===== config.mk =====
export PLATFORM = sky130hd
export DESIGN_NAME = cache2w_top
export DESIGN_NICKNAME = d
export VERILOG_FILES = /design/src/rtl/cache2w_pkg.sv /design/src/rtl/cache2w_tagcmp.sv /design/src/rtl/cache2w_waymux.sv /design/src/rtl/cache2w_lru.sv /design/src/rtl/cache2w_top.sv
export SDC_FILE = /design/constraint.sdc
export NUM_CORES = 1
export LEC_CHECK = 0
export BUFFER_PORTS_ARGS = -buffer_cell sky130_fd_sc_hd__buf_2
export CELL_PAD_IN_SITES_DETAIL_PLACEMENT = 1
export CELL_PAD_IN_SITES_GLOBAL_PLACEMENT = 1
export CORE_ASPECT_RATIO = 0.8
export CORE_MARGIN = 3
export CORE_UTILIZATION = 45
export CTS_BUF_LIST = sky130_fd_sc_hd__clkbuf_8
export CTS_CLUSTER_DIAMETER = 100
export DETAILED_ROUTE_END_ITERATION = 10
export PLACE_DENSITY_LB_ADDON = 0.1
export SLEW_MARGIN = 10
export SYNTH_ARGS = -nofsm -noshare
export SYNTH_HDL_FRONTEND = slang
export SYNTH_HIERARCHICAL = 1
export SYNTH_SLANG_ARGS = --single-unit

===== constraint.sdc =====
create_clock -name clk -period 34.9 [get_ports clk]
set_clock_uncertainty 0.1 [all_clocks]
set_input_delay 10.47 -clock clk [delete_from_list [all_inputs] [get_ports clk]]
set_output_delay 10.47 -clock clk [all_outputs]
set_load 0.05 [all_outputs]

===== src/rtl/cache2w_pkg.sv =====
package cache2w_pkg;

    localparam int WAYS   = 2;
    localparam int OFF_W  = 2;
    localparam int WORD_W = 32;

    typedef logic [WORD_W-1:0] word_t;

    // Encoded result of a parallel tag compare
    typedef struct packed {
        logic hit;
        logic way;
    } probe_t;

    function automatic probe_t encode_match(input logic [WAYS-1:0] m);
        probe_t p;
        p.hit = |m;
        p.way = m[1];
        return p;
    endfunction

    // Invalid ways are filled lowest first; only a full set consults LRU
    function automatic logic pick_victim(input logic [WAYS-1:0] vld, input logic lru);
        logic v;
        if (!vld[0])      v = 1'b0;
        else if (!vld[1]) v = 1'b1;
        else              v = lru;
        return v;
    endfunction

endpackage


===== src/rtl/cache2w_tagcmp.sv =====
module cache2w_tagcmp
    import cache2w_pkg::*;
#(
    parameter int TAG_W = 27
) (
    input  logic [WAYS-1:0]             vld,
    input  logic [WAYS-1:0][TAG_W-1:0]  tags,
    input  logic [TAG_W-1:0]            key,
    output logic [WAYS-1:0]             match
);
    for (genvar w = 0; w < WAYS; w++) begin : g_cmp
        assign match[w] = vld[w] && (tags[w] == key);
    end
endmodule


===== src/rtl/cache2w_waymux.sv =====
module cache2w_waymux
    import cache2w_pkg::*;
(
    input  logic [WAYS-1:0]              sel,
    input  logic [WAYS-1:0][WORD_W-1:0]  words,
    output word_t                        out
);
    always_comb begin
        out = '0;
        for (int w = 0; w < WAYS; w++) begin
            out = out | (words[w] & {WORD_W{sel[w]}});
        end
    end
endmodule


===== src/rtl/cache2w_lru.sv =====
module cache2w_lru #(
    parameter int SETS  = 8,
    parameter int IDX_W = 3
) (
    input  logic             clk,
    input  logic             rst,
    input  logic             hit_en,
    input  logic [IDX_W-1:0] hit_set,
    input  logic             hit_way,
    input  logic             fill_en,
    input  logic [IDX_W-1:0] fill_set,
    input  logic             fill_way,
    input  logic [IDX_W-1:0] rd_set,
    output logic             rd_lru
);
    logic [SETS-1:0] evict_q;

    assign rd_lru = evict_q[rd_set];

    // Refill update is written last so it overrides a hit on the same set
    always_ff @(posedge clk) begin
        if (rst) begin
            evict_q <= '0;
        end else begin
            if (hit_en)  evict_q[hit_set]  <= ~hit_way;
            if (fill_en) evict_q[fill_set] <= ~fill_way;
        end
    end
endmodule


===== src/rtl/cache2w_top.sv =====
module cache2w_top
    import cache2w_pkg::*;
#(
    parameter int ADDR_W = 32,
    parameter int SETS   = 8
) (
    input  logic              clk,
    input  logic              rst,
    input  logic              req_valid,
    input  logic [ADDR_W-1:0] req_addr,
    input  logic              fill_valid,
    input  logic [ADDR_W-1:0] fill_addr,
    input  logic [31:0]       fill_data,
    output logic              rsp_valid,
    output logic              rsp_hit,
    output logic              rsp_miss,
    output logic [31:0]       rsp_data
);
    localparam int IDX_W = $clog2(SETS);
    localparam int TAG_W = ADDR_W - IDX_W - OFF_W;

    // Storage
    logic [WAYS-1:0][SETS-1:0] vld_q;
    logic [TAG_W-1:0]          tag_q  [WAYS][SETS];
    word_t                     data_q [WAYS][SETS];

    // Address fields
    logic [IDX_W-1:0] q_idx, f_idx;
    logic [TAG_W-1:0] q_tag, f_tag;
    assign q_idx = req_addr[OFF_W +: IDX_W];
    assign q_tag = req_addr[ADDR_W-1 -: TAG_W];
    assign f_idx = fill_addr[OFF_W +: IDX_W];
    assign f_tag = fill_addr[ADDR_W-1 -: TAG_W];

    // Per-way read-out for the lookup set and the refill set
    logic [WAYS-1:0]              q_vld, f_vld;
    logic [WAYS-1:0][TAG_W-1:0]   q_tags, f_tags;
    logic [WAYS-1:0][WORD_W-1:0]  q_words;

    for (genvar w = 0; w < WAYS; w++) begin : g_rd
        assign q_vld[w]   = vld_q[w][q_idx];
        assign q_tags[w]  = tag_q[w][q_idx];
        assign q_words[w] = data_q[w][q_idx];
        assign f_vld[w]   = vld_q[w][f_idx];
        assign f_tags[w]  = tag_q[w][f_idx];
    end

    logic [WAYS-1:0] q_match, f_match;

    cache2w_tagcmp #(.TAG_W(TAG_W)) u_qcmp (
        .vld   (q_vld),
        .tags  (q_tags),
        .key   (q_tag),
        .match (q_match)
    );

    cache2w_tagcmp #(.TAG_W(TAG_W)) u_fcmp (
        .vld   (f_vld),
        .tags  (f_tags),
        .key   (f_tag),
        .match (f_match)
    );

    word_t q_word;

    cache2w_waymux u_mux (
        .sel   (q_match),
        .words (q_words),
        .out   (q_word)
    );

    probe_t q_probe, f_probe;
    assign q_probe = encode_match(q_match);
    assign f_probe = encode_match(f_match);

    logic f_lru;
    logic f_way;
    assign f_way = f_probe.hit ? f_probe.way : pick_victim(f_vld, f_lru);

    logic q_hit;
    assign q_hit = req_valid && q_probe.hit;

    cache2w_lru #(.SETS(SETS), .IDX_W(IDX_W)) u_lru (
        .clk      (clk),
        .rst      (rst),
        .hit_en   (q_hit),
        .hit_set  (q_idx),
        .hit_way  (q_probe.way),
        .fill_en  (fill_valid),
        .fill_set (f_idx),
        .fill_way (f_way),
        .rd_set   (f_idx),
        .rd_lru   (f_lru)
    );

    // Valid bits
    always_ff @(posedge clk) begin
        if (rst) begin
            vld_q <= '0;
        end else if (fill_valid) begin
            vld_q[f_way][f_idx] <= 1'b1;
        end
    end

    // Tag and data arrays (no reset needed: guarded by valid)
    always_ff @(posedge clk) begin
        if (fill_valid) begin
            tag_q[f_way][f_idx]  <= f_tag;
            data_q[f_way][f_idx] <= fill_data;
        end
    end

    // Response register
    always_ff @(posedge clk) begin
        if (rst) begin
            rsp_valid <= 1'b0;
            rsp_hit   <= 1'b0;
            rsp_data  <= '0;
        end else begin
            rsp_valid <= req_valid;
            rsp_hit   <= q_hit;
            rsp_data  <= q_hit ? q_word : '0;
        end
    end

    assign rsp_miss = rsp_valid && !rsp_hit;

endmodule


# Word-level counts from Yosys, hierarchy flattened
# Memories as Yosys holds them, arrays and structs flattened.
# Index checks and enable logic that the tools add are counted.
[word_totals]
reg_bits = 58
ram_bits = 944
word_cells = 93
n_memories = 2
[classes]
n_lt_le_gt_ge = 9
n_eq_ne = 4
n_mux = 49
bitwise_logic = 9
reduce_logical = 14
[mem_list]
columns = ["memory", "words", "word_bits", "rd", "rd_ports_with_merged_regs", "wr", "line", "source"]
rows = [
  ["data_q", 2, 256, 2, 0, 1, "cache2w_top.sv:25", "word_t data_q [WAYS][SETS];"],
  ["tag_q", 2, 216, 2, 0, 1, "cache2w_top.sv:24", "logic [TAG_W-1:0] tag_q [WAYS][SETS];"],
]
[ops]
columns = ["op", "n"]
rows = [
  ["27-bit binary-select mux with 3-bit select", 4],
  ["256-bit 2-to-1 mux", 1],
  ["27-bit 2-to-1 mux", 9],
  ["216-bit 2-to-1 mux", 1],
  ["32-bit binary-select mux with 3-bit select", 2],
  ["32-bit 2-to-1 mux", 5],
  ["27-bit == test", 4],
  ["32-bit demux with 3-bit select", 1],
  ["27-bit demux with 3-bit select", 1],
  ["32-bit AND", 2],
  ["8-bit 2-to-1 mux", 4],
  ["32-bit OR", 1],
  ["8-bit bitwise mux", 2],
  ["16-bit OR", 1],
  ["1-bit binary-select mux with 3-bit select", 5],
  ["1-bit 2-to-1 mux", 11],
  ["1-bit logical AND", 10],
  ["8-bit demux with 1-bit select", 1],
  ["4-bit greater-or-equal comparator, second input constant", 2],
  ["3-bit by 4-bit less-than comparator with 1-bit output, second input constant", 2],
  ["3-bit inverter with 4-bit output", 2],
  ["1-bit demux with 3-bit select", 2],
  ["3-bit by 1-bit greater-or-equal comparator with 1-bit output, second input constant", 2],
  ["2-bit OR reduction", 3],
  ["5 further kinds", 7],
]

# Logic depth before layout (Yosys ltp)
[logic_depth]
depth_word = 13
depth_mapped = 19

# Cells and area by module
# The synthesis kept the hierarchy.
[by_module_without_submodules]
columns = ["module", "instances", "cells_each", "area_per_inst_um2", "seq_area_each_um2"]
rows = [
  ["cache2w_top", 1, 2037, 40840.4, 29348.1],
  ["cache2w_tagcmp", 2, 72, 600.6, 0.0],
  ["cache2w_lru", 1, 55, 569.3, 160.2],
  ["cache2w_waymux", 1, 38, 350.3, 0.0],
]

# Worst setup path before layout
# Ideal clock, no wire load.
[synth_timing]
path_kind = "input to register"
startpoint = "input port fill_addr[3]"
endpoint = "memory data_q[1][0] (netlist bit) (enable)"
t_arrival_ns = 19.059
t_required_ns = 34.178
setup_slack_ns = 15.119
stages = 15
cell_sequence = "buf_6 -> buf_2 -> buf_2 -> clkbuf_1 -> clkbuf_1 -> o221ai_1 -> xnor2_1 -> nand4_1 -> or4_1 -> nor4_2 -> inv_1 -> o221a_1 -> buf_4 -> buf_4 -> nor4_1"
[synth_rtl]
columns = ["element", "line", "source"]
rows = [
  ["start, declared", "cache2w_top.sv:12", "input logic [ADDR_W-1:0] fill_addr,"],
  ["end, declared", "cache2w_top.sv:25", ""],
]

==> results.md <==
* Largest family of logic cells by synthesized area: multiplexers
* Netlist cell types at 56
* Sequential group share of total power at 53.8%
* Synth Area in Simple Gates at 2.84%
* Post-DP HPWL at 67.4 mm
* Destination of the worst hold path: u_lru/evict_q[0]
* Final min period at 17,150 ps
* Dpl ws at 16,970 ps
* Die H at 282 um
* Total power at 2490 uW
* Syn_nets at 2,374
* R2r endpoint: data_q[1][95]
* Yosys top cell area share at 66.0%
* Synth area leaders: edfxtp_1 66%, mux4_2 13%, mux2_2 5.6%, dfxtp_1 2.7%, xnor2_1 2.2%
* Die Width at 351 um
* TritonCTS clock tree: built
* Share of layout cells above drive strength 1 at 33.9%
* CTS H-tree lvls at 4
* Critical path class: primary input to register
* Placed Area at 45,300 um2
* Post-Route WL at 126 mm
* # IOs at 135
* Post-cts resize count at 0
* Maximum vdd drop at 0.0396 mV
* Min-delay src: u_lru/evict_q[0]
* Clock Power Share at 38.4%
* First-pass GRT wire length at 180 mm
* Avg Cell Area, Syn at 18.9 um2
* R2R Path Start: tag_q[1][185]
* Int Pwr at 1880 uW
* Cell area after layout at 48,300 um2
* Worst endpoint data arrival time at 17,470 ps
* Top_reg_cell synth: edfxtp_1
* Pre-Repair DR Iteration Count at 5
* Clk buf depth at 3
* Top cell type by total area after synthesis: edfxtp_1
* Fill count at 8,531
* Reg2reg setup slack at 29,000 ps
* Root buf cell: clkbuf_8
* XOR/XNOR share of the synthesized area at 2.20%
* Slew HR at 27.5%
* Final ANT Viol Nets at 0
* Mux contribution to synthesized area at 19.6%
* Area growth syn-to-layout at 12.4%
* Switching power at 601 uW
* EDFF count, synth at 944
* CP Capture Type: register
* Vias per inst at 6.25
* Cell area after synthesis at 43,000 um2
* Largest net degree at the start of global routing at 101
* Starting Density at 45.8%
* Pwr dens at 51.5 nW/um2
* Final period utilization at 49.1%
* Fmax at 0.0583 GHz
* Initial DRC count at 2,251
* CTS sink count at 1,002
* Total CTS buffers at 162
* Net Sw Frac at 24.2%
* Post-Synth Adder-Cell Area at 0%
* Pins over their slew limit at 0
* Required time worst endpoint at 35,220 ps
* Setup Buffers After CTS at 0
* RSZ-0062 raised after global routing: false
* DRC at 0
* Startpoint Class: primary input
* FP Rows at 100
* GP Congestion at 0.801
* Final setup TNS at 0 ps
* Core ar. at 93,800 um2
* Run status: completed
* Die area at 99,200 um2
* Via count at 24,000
* Ys async rst share at 0%
* Cts hold-fix bufs at 0
* Final Non-Filler Cells at 3,843
* Post-synthesis compound-gate area fraction at 5.07%
* Max-cap violations at 0
* Slew @ Worst Pin at 1090 ps
* Reg clk slew, reported paths at 60 ps
* Initial antenna violation count at 11
* HP Class: register to register
* Ys Warns at 6
* # port buffers at 130
* Final Hold Vio Count at 0
* Final worst slack at 17,750 ps
* Post-synthesis register bit count at 1,002
* Clock Latency Late Sink at 830 ps
* Final #Nets at 2,587
* Vias in the first global route at 25,200
* Placed insts at 3,547
* Wire per inst at 32.7 um
* Sequential share of the synthesized area at 68.7%
* Gr ovfl total at 0
* CP max FO at 84
* Final setup fails at 0
* Combinational share of power at 7.8%
* Worst Hold Depth at 2
* Register-to-Register Path Depth at 12
* Synthesized instance count at 2,274
* Leakage at 0.0157 uW
* Global-route usage over all layers at 25.4%
[sequential cells by signal, summed over array words and instances, names as in the netlist]
register	count
data_q	512
tag_q	432
rsp_data	32
vld_q	16
u_lru/evict_q	8
rsp_hit	1
rsp_valid	1
[layout make-up]
class | instances | area (um2) | share of cell area, %
Antenna cell | 4 | 10.0 | 0.0207
Clock buffer | 173 | 2380 | 4.93
Clock inverter | 119 | 636 | 1.32
Inverter | 10 | 37.5 | 0.0777
Multi-Input combinational cell | 1113 | 13000 | 26.8
Sequential cell | 1002 | 29500 | 61.1
Tap cell | 1224 | 1530 | 3.17
Timing Repair Buffer | 198 | 1240 | 2.57
[cell usage after synthesis (all sizes together), types with 3 or more instances]
cell type / instances
edfxtp: 944
mux4: 242
mux2: 215
xnor2: 108
clkbuf: 88
buf: 61
dfxtp: 58
nor2: 57
a22oi: 55
mux2i: 52
nand2: 48
a21oi: 44
a221oi: 42
o221ai: 36
and2: 33
a22o: 32
nand4: 30
o22ai: 19
nor2b: 16
nor4: 12
inv: 9
o2bb2ai: 9
a31oi: 8
a41o: 8
o41a: 8
o31ai: 7
and4b: 4
nand3: 4
or4: 4
and4bb: 3
nand4b: 3
nor4bb: 3
[kinds of logic (layout without fill, tap and decap cells)]
group           after synthesis  in the layout
flops                      1002           1002
mux                         509            509
compound gates              274            274
simple gates                222            222
buf+inv                     159            500
xor+xnor                    108            108
other cells                   0              4
[cells in the final DEF, fill, tap and decap left out, types with 4 or more instances in the layout]
cell         n
diode_2      4
buf_2      124
mux2i_1     52
a41o_1       8
mux4_2     240
o2bb2ai_1    9
clkbuf_8   173
a21oi_1     44
a221oi_1    38
nor4_2      10
buf_4       66
a31oi_4      8
o41a_1       8
inv_1       77
o221ai_1    35
o31ai_1      7
xnor2_1    108
nor2_1      53
or4_1        4
a22o_1      30
and4b_1      4
nor2b_1     15
clkinv_2     6
mux2_2     214
inv_12       5
nand3_1      4
nand4_1     30
clkinv_1    31
o22ai_1     19
dfxtp_1     58
and2_1      32
nand2_1     48
edfxtp_1   944
a22oi_1     54
[routing by layer]
layer / vias up / routed length [um] / GRT usage [%]
li1: 9944 / - / -
met4: 8 / 2830 / 6.96
met1: 13000 / 55000 / 36.5
met3: 206 / 8250 / 4.77
met5: - / 48 / 0
met2: 889 / 59500 / 40.2
[worst max-delay path by stage]
stage | start | to | slack (ps) | cells after the start
final | fill_addr[4] | data_q[1][95] | 17750 | 15
after global routing | fill_addr[4] | data_q[1][95] | 17580 | 15
after CTS | fill_addr[4] | data_q[1][95] | 17850 | 15
after detailed placement | fill_addr[4] | data_q[1][81] | 16970 | 15
after global placement | fill_addr[4] | data_q[1][81] | 17090 | 15
after floorplan | fill_addr[3] | data_q[1][0] | 15120 | 15
[power groups by stage]
stage	combinational, uW	clock, uW	sequential [uW]
after floorplan	115	0	1360
after global placement	189	0	1360
after detailed placement	192	0	1360
after CTS	193	983	1340
after global routing	204	1040	1340
final	193	955	1340
[stage by stage]
step / util (%) / hold slack (ps)
final: 51.5 / 459
after global routing: 51.5 / 474
after CTS: 51.5 / 457
after detailed placement: 48.3 / 449
after global placement: 48.3 / 419
after floorplan: - / 397
[worst max-delay path, stage by stage]
cell and delay, ps:
buf_4 440, buf_12 420, and2_2 500, buf_4 780, a22oi_1 230, o221ai_1 250
xnor2_1 220, nand4_1 300, or4_1 560, nor4_2 690, inv_1 240, o221a_1 460
nor4_2 510, buf_4 370, buf_4 780
No activity file was read; power rests on OpenSTA's default activity.
